<file path="config.mk">
export PLATFORM = sky130hd
export DESIGN_NAME = cmp_timer16
export DESIGN_NICKNAME = d
export VERILOG_FILES = /design/src/rtl/tmr_pkg.sv /design/src/rtl/tmr_prescaler.sv /design/src/rtl/tmr_compare.sv /design/src/rtl/tmr_access.sv /design/src/rtl/tmr_counter.sv /design/src/rtl/cmp_timer16.sv
export SDC_FILE = /design/constraint.sdc
export NUM_CORES = 1
export LEC_CHECK = 0
export BUFFER_PORTS_ARGS = -buffer_cell sky130_fd_sc_hd__buf_2
export CAP_MARGIN = 20
export CORE_MARGIN = 10
export CORE_UTILIZATION = 50
export CTS_CLUSTER_DIAMETER = 200
export CTS_CLUSTER_SIZE = 25
export DETAILED_ROUTE_END_ITERATION = 10
export GPL_TIMING_DRIVEN = 0
export PLACE_DENSITY_LB_ADDON = 0.08
export SYNTH_ARGS = -nofsm -noshare
export SYNTH_HDL_FRONTEND = slang
export SYNTH_SLANG_ARGS = --single-unit
export TNS_END_PERCENT = 30
</file>
<file path="constraint.sdc">
create_clock -name clk_i -period 2.1 [get_ports clk_i]
set_clock_uncertainty 0.15 [all_clocks]
set_input_delay 0.315 -clock clk_i [delete_from_list [all_inputs] [get_ports clk_i]]
set_output_delay 0.315 -clock clk_i [all_outputs]
set_load 0.1 [all_outputs]
</file>
<file path="src/rtl/tmr_pkg.sv">
package tmr_pkg;
  localparam logic [3:0] CMP_SPECIAL = 4'b1011;
  typedef enum logic {ACC_DIRECT = 1'b0, ACC_BUFFERED = 1'b1} acc_mode_e;
endpackage

</file>
<file path="src/rtl/tmr_prescaler.sv">
module tmr_prescaler #(
  parameter int SEL_W = 2
) (
  input  logic             clk_i,
  input  logic             rst_ni,
  input  logic             en_i,
  input  logic [SEL_W-1:0] sel_i,
  input  logic             clr_i,
  output logic             tick_o
);
  localparam int PSC_W = (1 << SEL_W) - 1;

  logic [PSC_W-1:0] cnt_q;
  logic [PSC_W-1:0] lim;

  assign lim    = PSC_W'((1 << sel_i) - 1);
  assign tick_o = en_i && (cnt_q == lim);

  always_ff @(posedge clk_i or negedge rst_ni) begin
    if (!rst_ni)             cnt_q <= '0;
    else if (clr_i || tick_o) cnt_q <= '0;
    else if (en_i)           cnt_q <= cnt_q + 1'b1;
  end

  a_r2_hold_when_off: assert property (@(posedge clk_i) disable iff (!rst_ni)
    (!en_i && !clr_i) |=> $stable(cnt_q));
  a_r5_clear_phase: assert property (@(posedge clk_i) disable iff (!rst_ni)
    clr_i |=> (cnt_q == '0));
endmodule

</file>
<file path="src/rtl/tmr_compare.sv">
module tmr_compare #(
  parameter int CNT_W = 16
) (
  input  logic [CNT_W-1:0] cnt_i,
  input  logic [CNT_W-1:0] cmp_i,
  input  logic [3:0]       mode_i,
  output logic             match_o
);
  import tmr_pkg::*;
  assign match_o = (mode_i == CMP_SPECIAL) && (cnt_i == cmp_i);
endmodule

</file>
<file path="src/rtl/tmr_access.sv">
module tmr_access #(
  parameter int CNT_W = 16,
  parameter int BUS_W = 8
) (
  input  logic             clk_i,
  input  logic             rst_ni,
  input  logic             acc16_i,
  input  logic             wr_en_i,
  input  logic             rd_en_i,
  input  logic             addr_i,
  input  logic [BUS_W-1:0] wdata_i,
  input  logic [CNT_W-1:0] cnt_i,
  output logic             wr_lo_o,
  output logic             wr_hi_dir_o,
  output logic [CNT_W-BUS_W-1:0] hi_load_o,
  output logic [BUS_W-1:0] rdata_o
);
  import tmr_pkg::*;
  localparam int HI_W = CNT_W - BUS_W;

  logic [HI_W-1:0] hi_wr_q, hi_rd_q;
  logic            buffered;
  logic [HI_W-1:0] cnt_hi;

  assign buffered    = (acc_mode_e'(acc16_i) == ACC_BUFFERED);
  assign cnt_hi      = cnt_i[CNT_W-1:BUS_W];
  assign wr_lo_o     = wr_en_i && !addr_i;
  assign wr_hi_dir_o = wr_en_i && addr_i && !buffered;
  assign hi_load_o   = buffered ? hi_wr_q : cnt_hi;

  always_comb begin
    if (!addr_i)       rdata_o = cnt_i[BUS_W-1:0];
    else if (buffered) rdata_o = BUS_W'(hi_rd_q);
    else               rdata_o = BUS_W'(cnt_hi);
  end

  always_ff @(posedge clk_i or negedge rst_ni) begin
    if (!rst_ni) begin
      hi_wr_q <= '0;
      hi_rd_q <= '0;
    end else begin
      if (wr_en_i && addr_i && buffered)  hi_wr_q <= HI_W'(wdata_i);
      if (rd_en_i && !addr_i && buffered) hi_rd_q <= cnt_hi;
    end
  end

  a_r3_latch_high: assert property (@(posedge clk_i) disable iff (!rst_ni)
    (rd_en_i && !addr_i && acc16_i) |=> (hi_rd_q == $past(cnt_i[CNT_W-1:BUS_W])));
  a_r4_buffer_high: assert property (@(posedge clk_i) disable iff (!rst_ni)
    (wr_en_i && addr_i && acc16_i) |=> (hi_wr_q == $past(HI_W'(wdata_i))));
endmodule

</file>
<file path="src/rtl/tmr_counter.sv">
module tmr_counter #(
  parameter int CNT_W = 16,
  parameter int BUS_W = 8
) (
  input  logic             clk_i,
  input  logic             rst_ni,
  input  logic             tick_i,
  input  logic             wr_lo_i,
  input  logic             wr_hi_i,
  input  logic [BUS_W-1:0] wdata_i,
  input  logic [CNT_W-BUS_W-1:0] hi_load_i,
  input  logic             match_i,
  input  logic             ovf_clr_i,
  output logic             cmp_rst_o,
  output logic [CNT_W-1:0] cnt_o,
  output logic             evt_o,
  output logic             ovf_o
);
  localparam int HI_W = CNT_W - BUS_W;

  logic [CNT_W-1:0] cnt_q;
  logic             evt_q, ovf_q, ovf_set;

  assign cmp_rst_o = match_i && !wr_lo_i && !wr_hi_i;
  assign ovf_set   = tick_i && !wr_lo_i && !wr_hi_i && !match_i && (&cnt_q);

  always_ff @(posedge clk_i or negedge rst_ni) begin
    if (!rst_ni) begin
      cnt_q <= '0;
      evt_q <= 1'b0;
      ovf_q <= 1'b0;
    end else begin
      if (wr_lo_i)        cnt_q <= {hi_load_i, wdata_i};
      else if (wr_hi_i)   cnt_q <= {HI_W'(wdata_i), cnt_q[BUS_W-1:0]};
      else if (match_i)   cnt_q <= '0;
      else if (tick_i)    cnt_q <= cnt_q + 1'b1;
      evt_q <= cmp_rst_o;
      if (ovf_set)        ovf_q <= 1'b1;
      else if (ovf_clr_i) ovf_q <= 1'b0;
    end
  end

  assign cnt_o = cnt_q;
  assign evt_o = evt_q;
  assign ovf_o = ovf_q;

  a_r7_reset_on_match: assert property (@(posedge clk_i) disable iff (!rst_ni)
    cmp_rst_o |=> (cnt_q == '0));
  a_r10_idle_stable: assert property (@(posedge clk_i) disable iff (!rst_ni)
    (!tick_i && !wr_lo_i && !wr_hi_i && !match_i) |=> $stable(cnt_q));
  a_r9_ovf_from_wrap: assert property (@(posedge clk_i) disable iff (!rst_ni)
    $rose(ovf_q) |-> ($past(cnt_q) == {CNT_W{1'b1}}));
endmodule

</file>
<file path="src/rtl/cmp_timer16.sv">
module cmp_timer16 #(
  parameter int CNT_W = 16,
  parameter int BUS_W = 8,
  parameter int SEL_W = 2
) (
  input  logic             clk_i,
  input  logic             rst_ni,
  input  logic             en_i,
  input  logic [SEL_W-1:0] psc_sel_i,
  input  logic             acc16_i,
  input  logic [3:0]       cmp_mode_i,
  input  logic [CNT_W-1:0] cmp_val_i,
  input  logic             wr_en_i,
  input  logic             rd_en_i,
  input  logic             addr_i,
  input  logic [BUS_W-1:0] wdata_i,
  output logic [BUS_W-1:0] rdata_o,
  input  logic             ovf_clr_i,
  output logic             ovf_o,
  output logic             evt_o
);
  localparam int HI_W = CNT_W - BUS_W;

  logic [CNT_W-1:0] cnt_w;
  logic [HI_W-1:0]  hi_load_w;
  logic tick_w, match_w, cmp_rst_w, wr_lo_w, wr_hi_w;

  tmr_prescaler #(.SEL_W(SEL_W)) u_psc (
    .clk_i(clk_i), .rst_ni(rst_ni), .en_i(en_i), .sel_i(psc_sel_i),
    .clr_i(wr_lo_w || cmp_rst_w), .tick_o(tick_w));

  tmr_compare #(.CNT_W(CNT_W)) u_cmp (
    .cnt_i(cnt_w), .cmp_i(cmp_val_i), .mode_i(cmp_mode_i), .match_o(match_w));

  tmr_access #(.CNT_W(CNT_W), .BUS_W(BUS_W)) u_acc (
    .clk_i(clk_i), .rst_ni(rst_ni), .acc16_i(acc16_i), .wr_en_i(wr_en_i),
    .rd_en_i(rd_en_i), .addr_i(addr_i), .wdata_i(wdata_i), .cnt_i(cnt_w),
    .wr_lo_o(wr_lo_w), .wr_hi_dir_o(wr_hi_w), .hi_load_o(hi_load_w),
    .rdata_o(rdata_o));

  tmr_counter #(.CNT_W(CNT_W), .BUS_W(BUS_W)) u_cnt (
    .clk_i(clk_i), .rst_ni(rst_ni), .tick_i(tick_w), .wr_lo_i(wr_lo_w),
    .wr_hi_i(wr_hi_w), .wdata_i(wdata_i), .hi_load_i(hi_load_w),
    .match_i(match_w), .ovf_clr_i(ovf_clr_i), .cmp_rst_o(cmp_rst_w),
    .cnt_o(cnt_w), .evt_o(evt_o), .ovf_o(ovf_o));

  a_r8_event_at_zero: assert property (@(posedge clk_i) disable iff (!rst_ni)
    evt_o |-> (cnt_w == '0));
endmodule

</file>
==> metrics.cfg, run 1 <==
[outcome]
status = finished, violations left
violations = hold timing, setup timing

[flow_run]
max_cap_violations = 0

[routing]
dr.first_iter.drc_count = 166
num_vias = 2345
drc = 0
viasPerCell = 5.65
dr.pass1.iters = 4
ant_nets = 0
routed_wl_um = 7670
wl_per_cell_um = 18.5

[sta]
rsz0062_at_grt = yes
finalHoldViolCount = 21
slew_viol_final = 0
worst_pin_slew_ns = 0.883
whs_ns = -0.0171
fin_ws_ns = -0.229
fin_crit_sh_pct = 111
max_freq_mhz = 429
setup_viol = 19
relSlewSlack_pct = 41.1
fin_crit_ns = 2.33
setup_tns_ns = -2.76

[power_and_ir_drop]
p_int_mw = 1.83
seq_power_share_pct = 38.7
power_frac_comb_pct = 46.4
p_leak_nw = 1.47
switching_share_pct = 46.2
net-switching-power_mw = 1.57
power.share.clock_pct = 14.9
ir_drop_uv = 882
powerDensity_nw_per_um2 = 1020

[clock_network]
cts_tree = done
cts.clk_slew.worst_paths_ns = 0.09
clk_latency_ns = 0.30
cts_made_buffers = 5
hold_buffers = 0
cts_max_level = 2
cts.sinks = 37
cts_buffer_depth = 2
cts_root_buf = clkbuf_8

[finish]
n_fill_cell = 389
stdcell_area_um2 = 3330
area_growth_pct = 29.8
diodes = 0
drive_above_1_share_pct = 39.1
final_nets = 387

[floorplanning]
num_rows = 25
coreArea_um2 = 4850
num_io_pins = 48
die_area_um2 = 8390
die_y_um = 91.6
dieWidth_um = 91.6
start_util_pct = 52.9

[synthesis]
ys_seq_area_share_pct = 36.1
synth_cells = 283
yosysUniqueCellTypes = 49
synth_area_um2 = 2560
yosys_most_used_dff = dfrtp_1
synthTopCellsByArea = dfrtp_1 36%, mux2_2 7.0%, nand2_1 4.2%, xnor2_1 3.8%, o21ai_0 3.7%
ys_ff_latch = 37
synth_edf_count = 0
post-synth-top-area-fraction_pct = 36.1
synthesis.nets = 323
synth_top_cell_by_area = dfrtp_1
synthArstFlopShare_pct = 100
synth_warnings = 0
syn_avg_cell_area_um2 = 9.05

[global_route]
grt_max_degree = 38
antenna_found_initial = 0
grt_pass1_wl_um = 12300
first_global_vias = 2450
grt_overflow = 0
grtUsageTotal_pct = 18.0

[place]
numPortBuffers = 47
place_area_um2 = 2960
hpwlAfterDp_um = 5500
gp_congestion = 0.887

[hold_path]
hold_path.class = primary input to asynchronous set/reset pin

[worst_setup_path]
crit_path_max_fanout = 7
critPathKind = flip-flop to flip-flop
cp.arrival_ns = 2.36
cp-start-kind = flip-flop
cp_data_required_time_ns = 2.14
worst_setup_path_end_kind = flip-flop

[registers in the layout, summed over array words and instances (netlist names)]
signal	flops
u_cnt.ovf_o	1
u_cnt.evt_o	1
u_acc.hi_rd_q	8
u_cnt.cnt_o	16
u_psc.cnt_q	3
u_acc.hi_wr_q	8
[per-layer routing]
metal  track usage, %  share of wire, %  vias to the layer above
met3             4.77               6.8                        9
met1             23.2                46                     1120
li1                 -                 -                     1137
met5                0                 0                        -
met4             6.79               1.4                        0
met2             28.1                46                       79
[stage by stage]
stage	util [%]	power (mW)	std cells	setup WS (ns)
after floorplan	-	2.34	283	-0.181
after global placement	61.1	2.66	397	-0.591
after detailed placement	61.1	2.70	397	-0.587
after CTS	65.6	3.29	411	-0.224
after global routing	68.6	3.60	415	-0.269
final	68.6	3.39	415	-0.229
[repair_timing]
item                                    CTS  global route
endpoints found under the setup margin   28            23
pin swaps                                 5             8
gates cloned                              0             1
gates resized for setup                  18            27
buffers inserted                         13             5
[cell usage in the layout (no fill, tap or decap), types with 10 or more instances in the layout]
| cell | synthesis | layout |
|---|---|---|
| buf_4 | 0 | 21 |
| nor2_1 | 21 | 20 |
| nand3_1 | 12 | 11 |
| dfrtp_1 | 37 | 30 |
| inv_1 | 10 | 10 |
| nand2_1 | 29 | 29 |
| mux2_2 | 16 | 16 |
| o21ai_0 | 19 | 13 |
| buf_2 | 3 | 45 |
[cells by family (layout without fill, tap and decap cells)]
kind of cell	count (synthesis)	after routing	share of synthesized area (%)
fa+ha+maj	2	2	0.976
buf+inv	29	94	4.98
compound gates	65	65	19.2
simple gates	106	106	21.7
xor+xnor	19	19	6.49
mux	25	25	10.5
flops	37	37	36.1
[final cells by class]
cell class	instances	area (um^2)	share of cell area (%)
sequential	37	935	28.1
tap	67	83.8	2.52
clock inverter	2	10.0	0.301
multi-input combinational	217	1690	50.9
clock buffer	6	72.6	2.18
inverter	10	37.5	1.13
buffer	10	83.8	2.52
timing repair buffer	66	409	12.3
[power groups by stage]
| stage | clock [mW] | combinational (mW) | sequential, mW |
|---|---|---|---|
| after floorplan | 0 | 1.24 | 1.10 |
| after global placement | 0 | 1.50 | 1.16 |
| after detailed placement | 0 | 1.53 | 1.17 |
| after CTS | 0.516 | 1.52 | 1.25 |
| after global routing | 0.549 | 1.71 | 1.34 |
| final | 0.507 | 1.57 | 1.31 |
[final timing paths]
check	start	endpoint	slack, ns	depth (start not counted)
max in group asynchronous	rst_ni	u_cnt.cnt_o[1]	1.20	1
hold / removal	rst_ni	u_psc.cnt_q[0]	-0.02	1
setup / recovery	u_cnt.cnt_o[4]	u_cnt.cnt_o[6]	-0.23	6
min in group clk_i	wdata_i[7]	u_acc.hi_wr_q[7]	0.13	2
hold reg to reg	u_cnt.ovf_o	u_cnt.ovf_o	0.34	2
setup reg to reg	u_cnt.cnt_o[4]	u_cnt.cnt_o[6]	-0.23	6
[synthesized netlist by cell type, types with 2 or more instances]
library cell  instances
buf_6                 2
a21oi_1               8
mux2i_1               9
nor2b_1               7
nor3_1                5
dfrtp_1              37
o21ai_0              19
a221o_1               5
xor2_1                8
o41ai_1               3
nand2b_1              4
o21ai_2               2
buf_2                 3
o31ai_1               6
clkbuf_1             13
nor2_1               21
nand2_1              29
inv_1                10
and3_1                8
and2_1                5
o211ai_1              2
nand4_1               3
o21ai_1               2
mux2_2               16
nand3_1              12
a22o_1                9
ha_1                  2
o21a_1                2
xnor2_1              11
[worst max-delay path, cell delays in order, from the launching register on]
cell	delay (ns)
dfrtp_1	0.48
xnor2_1	0.25
and4_1	0.26
nand4_4	0.17
o21bai_4	0.26
and2b_2	0.28
a221o_1	0.34
Power figures use the tool's default switching activity.
==> run 2: changes to the inputs <==
--- a/config.mk
+++ b/config.mk
@@ -5,13 +5,14 @@
 export SDC_FILE = /design/constraint.sdc
 export NUM_CORES = 1
 export LEC_CHECK = 0
-export BUFFER_PORTS_ARGS = -buffer_cell sky130_fd_sc_hd__buf_2
+export ABC_AREA = 1
 export CAP_MARGIN = 20
 export CORE_MARGIN = 10
 export CORE_UTILIZATION = 50
 export CTS_CLUSTER_DIAMETER = 200
 export CTS_CLUSTER_SIZE = 25
 export DETAILED_ROUTE_END_ITERATION = 10
+export DONT_BUFFER_PORTS = 1
 export GPL_TIMING_DRIVEN = 0
 export PLACE_DENSITY_LB_ADDON = 0.08
 export SYNTH_ARGS = -nofsm -noshare
==> run 2 against run 1 <==
  * The flow finishes with violations (setup timing)
  * Fmax is 11% higher
  * Sequential share of layout area grew 0.92 points
  * Synthesized cell count increased by 50%
  * Clock-buffer cell count is 1 lower
  * Sequential cell count stayed put
  * Setup slack better by 0.23 ns
  * Clock power grew 21%
  * Sequential power is 8% lower
  * Area after synthesis increased by 12%
  * Combinational power up 8%
  * Via count increased by 15%
  * Non-clock buffer count fell by 63
  * Largest cell class unchanged
  * Largest power group unchanged
==> metrics.cfg, run 2 <==
[floorplanning]
die_area_um2 = 9180  ; was 8390 um^2
start_util_pct = 51.9  ; was 52.9%
num_rows = 27  ; was 25
dieWidth_um = 95.8  ; was 91.6 um
die_y_um = 95.8  ; was 91.6 um
coreArea_um2 = 5540  ; was 4850 um^2
num_io_pins = 48  ; unchanged

[finish]
diodes = 0  ; unchanged
final_nets = 475  ; was 387
drive_above_1_share_pct = 17.5  ; was 39.1%
stdcell_area_um2 = 3200  ; was 3330 um^2
area_growth_pct = 11.5  ; was 29.8%
final_common_cell = nand2_1  ; was buf_2
fin_util_pct = 57.8  ; was 68.6%
n_fill_cell = 546  ; was 389
largest_reg_flops = 16  ; unchanged
final_cell_mix = 135 x nand2_1, 51 x inv_1, 34 x o21ai_0, 34 x dfrtp_1, 26 x nand3_1  ; was 45 x buf_2, 30 x dfrtp_1, 29 x nand2_1

[synthesis]
synth_mux_area_share_pct = 0  ; was 10.5%
synth_warnings = 0  ; unchanged
synth_top_cell_by_area = dfrtp_1  ; unchanged
syn_avg_cell_area_um2 = 6.76  ; was 9.05 um^2
synth_top_family_by_area = simple AND/OR/NAND/NOR gates  ; unchanged
synthesis.nets = 465  ; was 323
synthArstFlopShare_pct = 100  ; unchanged
synth_most_common_cell = nand2_1  ; was dfrtp_1
ys_seq_area_share_pct = 32.2  ; was 36.1%
ys_ff_latch = 37  ; unchanged
synth_area_um2 = 2870  ; was 2560 um^2
synth_edf_count = 0  ; unchanged
netlist_top_cells_count = 135 x nand2_1, 51 x inv_1, 42 x o21ai_0, 37 x dfrtp_1, 26 x nand3_1  ; was 37 x dfrtp_1, 29 x nand2_1, 21 x nor2_1, 19 x o21ai_0, 16 x mux2_2
yosysUniqueCellTypes = 32  ; was 49
synth-simple-area-share_pct = 40.5  ; was 21.7%
synthTopCellsByArea = dfrtp_1 32%, nand2_1 18%, o21ai_0 7.3%, inv_1 6.7%, nand3_1 4.5%  ; was dfrtp_1 36%, mux2_2 7.0%, nand2_1 4.2%, xnor2_1 3.8%, o21ai_0 3.7%
yosys.area_share.adder_pct = 0.871  ; was 0.977%
synth_cells = 425  ; was 283
synth_compound_area_share_pct = 10.8  ; was 19.2%
synth_xor_area_share_pct = 5.49  ; was 6.49%
post-synth-top-area-fraction_pct = 32.2  ; was 36.1%
yosys_most_used_dff = dfrtp_1  ; unchanged

[clock_network]
cts_tree = done  ; unchanged
cts.clk_slew.worst_paths_ns = 0.08  ; was 0.09 ns
clk_latency_ns = 0.29  ; was 0.30 ns
cts.sinks = 37  ; unchanged
cts_max_level = 2  ; unchanged
cts_made_buffers = 5  ; unchanged
cts_root_buf = clkbuf_8  ; unchanged
postCtsSetupBuffers = 0  ; was 13
cts_buffer_depth = 2  ; unchanged

[routing]
drc = 0  ; unchanged
routed_wl_um = 8140  ; was 7670 um
wl_per_cell_um = 16.1  ; was 18.5 um
dr.first_iter.drc_count = 157  ; was 166
ant_nets = 0  ; unchanged
num_vias = 2706  ; was 2345
dr.pass1.iters = 6  ; was 4
viasPerCell = 5.34  ; was 5.65

[sta]
whs_ns = 0.0444  ; was -0.0171 ns
setup_tns_ns = -0.00180  ; was -2.76 ns
relSlewSlack_pct = 39.6  ; was 41.1%
finalHoldViolCount = 0  ; was 21
worst_pin_slew_ns = 0.906  ; was 0.883 ns
setup_viol = 1  ; was 19
fin_ws_ns = -0.00180  ; was -0.229 ns
slew_viol_final = 0  ; unchanged
fin_crit_ns = 2.10  ; was 2.33 ns
fin_crit_sh_pct = 100  ; was 111%
rsz0062_at_grt = yes  ; unchanged
max_freq_mhz = 476  ; was 429 MHz

[place]
numPortBuffers = 0  ; was 47
gp_congestion = 0.878  ; was 0.887
place_area_um2 = 2990  ; was 2960 um^2
hpwlAfterDp_um = 6210  ; was 5500 um

[hold_path]
hold_path.class = primary input to flip-flop  ; was primary input to asynchronous set/reset pin

[global_route]
grt_pass1_wl_um = 13000  ; was 12300 um
first_global_vias = 2573  ; was 2450
grt_max_degree = 38  ; unchanged
antenna_found_initial = 0  ; unchanged
grt_overflow = 0  ; unchanged
grtUsageTotal_pct = 18.3  ; was 18.0%

[power_and_ir_drop]
powerDensity_nw_per_um2 = 1100  ; was 1020 nW/um^2
ir_drop_uv = 562  ; was 882 uV
p_leak_nw = 1.58  ; was 1.47 nW

[outcome]
status = finished, violations left  ; unchanged
violations = setup timing  ; was hold timing, setup timing

[worst_setup_path]
critPathKind = flip-flop to primary output  ; was flip-flop to flip-flop
cp_data_required_time_ns = 1.63  ; was 2.14 ns
cp-start-kind = flip-flop  ; unchanged
crit_path_max_incr_delay_ns = 0.61  ; was 0.48 ns
cp_cell_sequence = o21ai_0 -> o21ai_4  ; was xnor2_1 -> and4_1 -> nand4_4 -> o21bai_4 -> and2b_2 -> a221o_1
slowest_stage = o21ai_4  ; was dfrtp_1
worst_setup_path_end_kind = primary output  ; was flip-flop
cp.arrival_ns = 1.64  ; was 2.36 ns
crit_path_max_fanout = 7  ; unchanged

[flow_run]
max_cap_violations = 0  ; unchanged

[run 2: final timing paths]
kind / from / end / slack (ns) / cells past startpoint
min reg2reg: u_acc.hi_wr_q[4] / u_acc.hi_wr_q[4] / 0.33 / 2
min in group asynchronous: rst_ni / u_acc.hi_rd_q[7] / 0.32 / 2
max in group asynchronous: rst_ni / u_cnt.cnt_o[14] / 1.26 / 2
min: en_i / u_psc.cnt_q[1] / 0.04 / 2
max: u_cnt.cnt_o[10] / rdata_o[2] / -0.002 / 2
max reg2reg: u_cnt.cnt_o[10] / u_psc.cnt_q[0] / 0.14 / 10
[run 2: worst max-delay path, delay by kind of cell (launching register included)]
kind,cells,cell delay [ns]
AO/OA/AOI/OAI,2,0.81
flip-flops,1,0.53
[run 2: metrics by stage]
| stage | power (mW) | setup WS (ns) | instances |
|---|---|---|---|
| after global routing | 3.78 | -0.0522 | 507 |
| after detailed placement | 2.82 | -0.145 | 497 |
| after global placement | 2.77 | -0.410 | 497 |
| final | 3.53 | -0.00180 | 507 |
| after floorplan | 2.47 | -0.203 | 425 |
| after CTS | 3.53 | 0.00886 | 507 |
[run 2: layout make-up]
cell class                      count  area, um^2  share of cell area, %
Sequential cell                    37         930                   29.0
Timing Repair Buffer                3        40.0                   1.25
Inverter                           61         236                   7.38
Buffer                             10        52.6                   1.64
Multi-Input combinational cell    317        1750                   54.6
Clock inverter                      2        35.0                   1.09
Clock buffer                        5        68.8                   2.15
Tap cell                           72        90.1                   2.81
[run 2: per-layer routing]
metal	track usage [%]	up-vias	part of all wire (%)
li1	-	1378	-
met1	24.1	1234	45
met2	28.8	85	45
met3	4.59	9	8.9
met4	5.28	0	1.2
met5	0	-	0
[run 2: report_power, final]
group / switching [mW] / internal (mW) / total, mW
Sequential: 0.277 / 0.932 / 1.21
Clock: 0.270 / 0.346 / 0.615
Combinational: 1.19 / 0.512 / 1.70
Total: 1.74 / 1.79 / 3.53
[run 2: what timing repair did]
item                                    CTS  global route
endpoints found under the hold margin    38             0
resized for setup                         8             4
pin swaps                                 0             0
endpoints found under the setup margin    8             7
hold buffers                              3             0
[run 2: cells by family after synthesis]
group,after synthesis
flip-flops,37
adder cells (fa/ha/maj),2
AO/OA/AOI/OAI,58
XOR/XNOR,18
buffers and inverters,71
AND/OR/NAND/NOR,239
==> run 3: changes to the inputs <==
--- a/config.mk
+++ b/config.mk
@@ -8,7 +8,7 @@
 export ABC_AREA = 1
 export CAP_MARGIN = 20
 export CORE_MARGIN = 10
-export CORE_UTILIZATION = 50
+export CORE_UTILIZATION = 58
 export CTS_CLUSTER_DIAMETER = 200
 export CTS_CLUSTER_SIZE = 25
 export DETAILED_ROUTE_END_ITERATION = 10
==> run 3 against run 2 <==
  * The run now ends clean
  * Design area up 0.70%
  * Non-clock buffer count unchanged
  * Fmax up 2.8%
==> metrics.cfg, run 3 (synthesized netlist as in run 2, its figures left out) <==
[finish]
drive_above_1_share_pct = 17.9  ; was 17.5%
final_cell_mix = 135 x nand2_1, 51 x inv_1, 34 x dfrtp_1  ; was 135 x nand2_1, 51 x inv_1, 34 x o21ai_0, 34 x dfrtp_1, 26 x nand3_1
largest_reg_flops = 16  ; unchanged
area_growth_pct = 12.3  ; was 11.5%
final_nets = 475  ; unchanged
final_common_cell = nand2_1  ; unchanged
diodes = 0  ; unchanged
n_fill_cell = 453  ; was 546
multiInputGateArea_um2 = 1760  ; was 1750 um^2
stdcell_area_um2 = 3230  ; was 3200 um^2
final-seq-area_um2 = 930  ; unchanged
layoutNonFillerInstCount = 503  ; was 507

[routing]
dr.pass1.iters = 5  ; was 6
m1WireLength_um = 3670  ; was 3690 um
dr.first_iter.drc_count = 282  ; was 157
num_vias = 2773  ; was 2706
routed_wl_um = 8070  ; was 8140 um
wl_met2_um = 3560  ; was 3640 um
highest_layer = met4  ; unchanged
drc = 0  ; unchanged
ant_nets = 0  ; unchanged
viasPerCell = 5.51  ; was 5.34
met3_length_um = 654  ; was 721 um
wl_per_cell_um = 16.0  ; was 16.1 um

[place]
place_area_um2 = 2990  ; about the same
hpwlAfterDp_um = 6030  ; was 6210 um
place_inst = 492  ; was 497
numPortBuffers = 0  ; unchanged
gp_congestion = 0.881  ; was 0.878

[power_and_ir_drop]
p_leak_nw = 1.59  ; was 1.58 nW
powerDensity_nw_per_um2 = 1110  ; was 1100 nW/um^2
ir_drop_uv = 534  ; was 562 uV

[sta]
setup_viol = 0  ; was 1
fin_crit_sh_pct = 97.3  ; was 100%
fin_crit_ns = 2.04  ; was 2.10 ns
finalHoldViolCount = 0  ; unchanged
slew_viol_final = 0  ; unchanged
relSlewSlack_pct = 39.5  ; was 39.6%
max_freq_mhz = 489  ; was 476 MHz
worst_pin_slew_ns = 0.907  ; was 0.906 ns
rsz0062_at_grt = no  ; was yes

[flow_run]
max_cap_violations = 0  ; unchanged

[worst_setup_path]
worst_setup_path_end_kind = primary output  ; unchanged
crit_path_max_incr_delay_ns = 0.50  ; was 0.61 ns
crit_path_max_fanout = 6  ; was 7
cp_cell_sequence = inv_1 -> a21oi_1 -> o21ai_0 -> o21ai_4  ; was o21ai_0 -> o21ai_4
cp-start-kind = flip-flop  ; unchanged
critPathKind = flip-flop to primary output  ; unchanged
path_buf_inv = 1  ; was 0
cp_data_required_time_ns = 1.63  ; about the same
cp_top_family = compound AO/OA/AOI/OAI gates  ; unchanged
slowest_stage = dfrtp_1  ; was o21ai_4
cp.arrival_ns = 1.58  ; was 1.64 ns

[hold_path]
hold_path.class = primary input to flip-flop  ; unchanged

[floorplanning]
start_util_pct = 60.4  ; was 51.9%
dieWidth_um = 90.4  ; was 95.8 um
die_area_um2 = 8170  ; was 9180 um^2
num_io_pins = 48  ; unchanged
die_y_um = 90.4  ; was 95.8 um
coreArea_um2 = 4750  ; was 5540 um^2
num_rows = 25  ; was 27

[clock_network]
cts_buffer_depth = 2  ; unchanged
cts.sinks = 37  ; unchanged
cts.clk_slew.worst_paths_ns = 0.08  ; about the same
cts_tree = done  ; unchanged
cts_max_level = 2  ; unchanged
cts_made_buffers = 5  ; unchanged
clk_latency_ns = 0.30  ; was 0.29 ns
cts_root_buf = clkbuf_8  ; unchanged

[global_route]
grt_overflow = 0  ; unchanged
grt_max_degree = 38  ; unchanged
grtUsageTotal_pct = 19.7  ; was 18.3%
first_global_vias = 2610  ; was 2573
grt_pass1_wl_um = 13300  ; was 13000 um
antenna_found_initial = 0  ; unchanged

[outcome]
status = complete, no violations  ; was finished, violations left

run 3: cell types whose count changed in the layout (fill, tap and decap cells not counted), sizes merged:
cell / previous run / this run
clkinv: 2 / 1
buf: 8 / 7
clkbuf: 8 / 11
run 3: area by class of cell:
type | instances | area share (%)
Tap cell | 67 | 2.60
Buffer | 10 | 1.75
Timing Repair Buffer | 3 | 1.24
Sequential cell | 37 | 28.8
Multi-Input combinational cell | 317 | 54.7
Clock inverter | 1 | 0.931
Clock buffer | 7 | 2.68
Inverter | 61 | 7.33
run 3: repair_timing:
item | CTS | global route
pin swaps | 0 | 1
setup buffers | 0 | 0
gates resized for setup | 8 | 11
setup endpoints to repair | 8 | 10
hold buffers | 3 | 0
endpoints found under the hold margin | 38 | 0
run 3: power by group:
| group | internal [mW] | leakage, nW | switching (mW) |
|---|---|---|---|
| clock network | 0.387 | 0.0585 | 0.267 |
| registers | 0.932 | 0.469 | 0.280 |
| logic | 0.515 | 1.06 | 1.19 |
run 3: worst paths after layout:
check / start / cells past startpoint / to / slack, ns
setup / recovery: u_cnt.cnt_o[8] / 4 / rdata_o[0] / 0.06
hold / removal: wdata_i[6] / 2 / u_acc.hi_wr_q[6] / 0.03
min in group asynchronous: rst_ni / 2 / u_cnt.cnt_o[6] / 0.36
setup reg to reg: u_cnt.cnt_o[0] / 10 / u_psc.cnt_q[1] / 0.17
max in group asynchronous: rst_ni / 2 / u_cnt.cnt_o[10] / 1.21
hold reg to reg: u_acc.hi_wr_q[6] / 2 / u_acc.hi_wr_q[6] / 0.33
run 3: layer usage:
metal / vias up / global-route usage, %
li1: 1377 / -
met1: 1281 / 25.6
met2: 99 / 30.4
met3: 16 / 5.40
met4: 0 / 7.03
met5: - / 0
run 3: per-stage QoR:
stage          setup slack [ns]  total power, mW  TNS (ns)  util (%)  hold WS [ns]
2_1_floorplan            -0.203             2.47     -1.42         -        -0.131
3_3_place_gp             -0.381             2.76     -2.54      62.3        -0.129
6_report                 0.0564             3.57         0      67.8        0.0333
4_1_cts                 -0.0321             3.54   -0.0321      67.4        0.0413
5_1_grt                 0.00118             3.82         0      67.8        0.0512
3_5_place_dp             -0.164             2.80    -0.164      62.8        -0.129
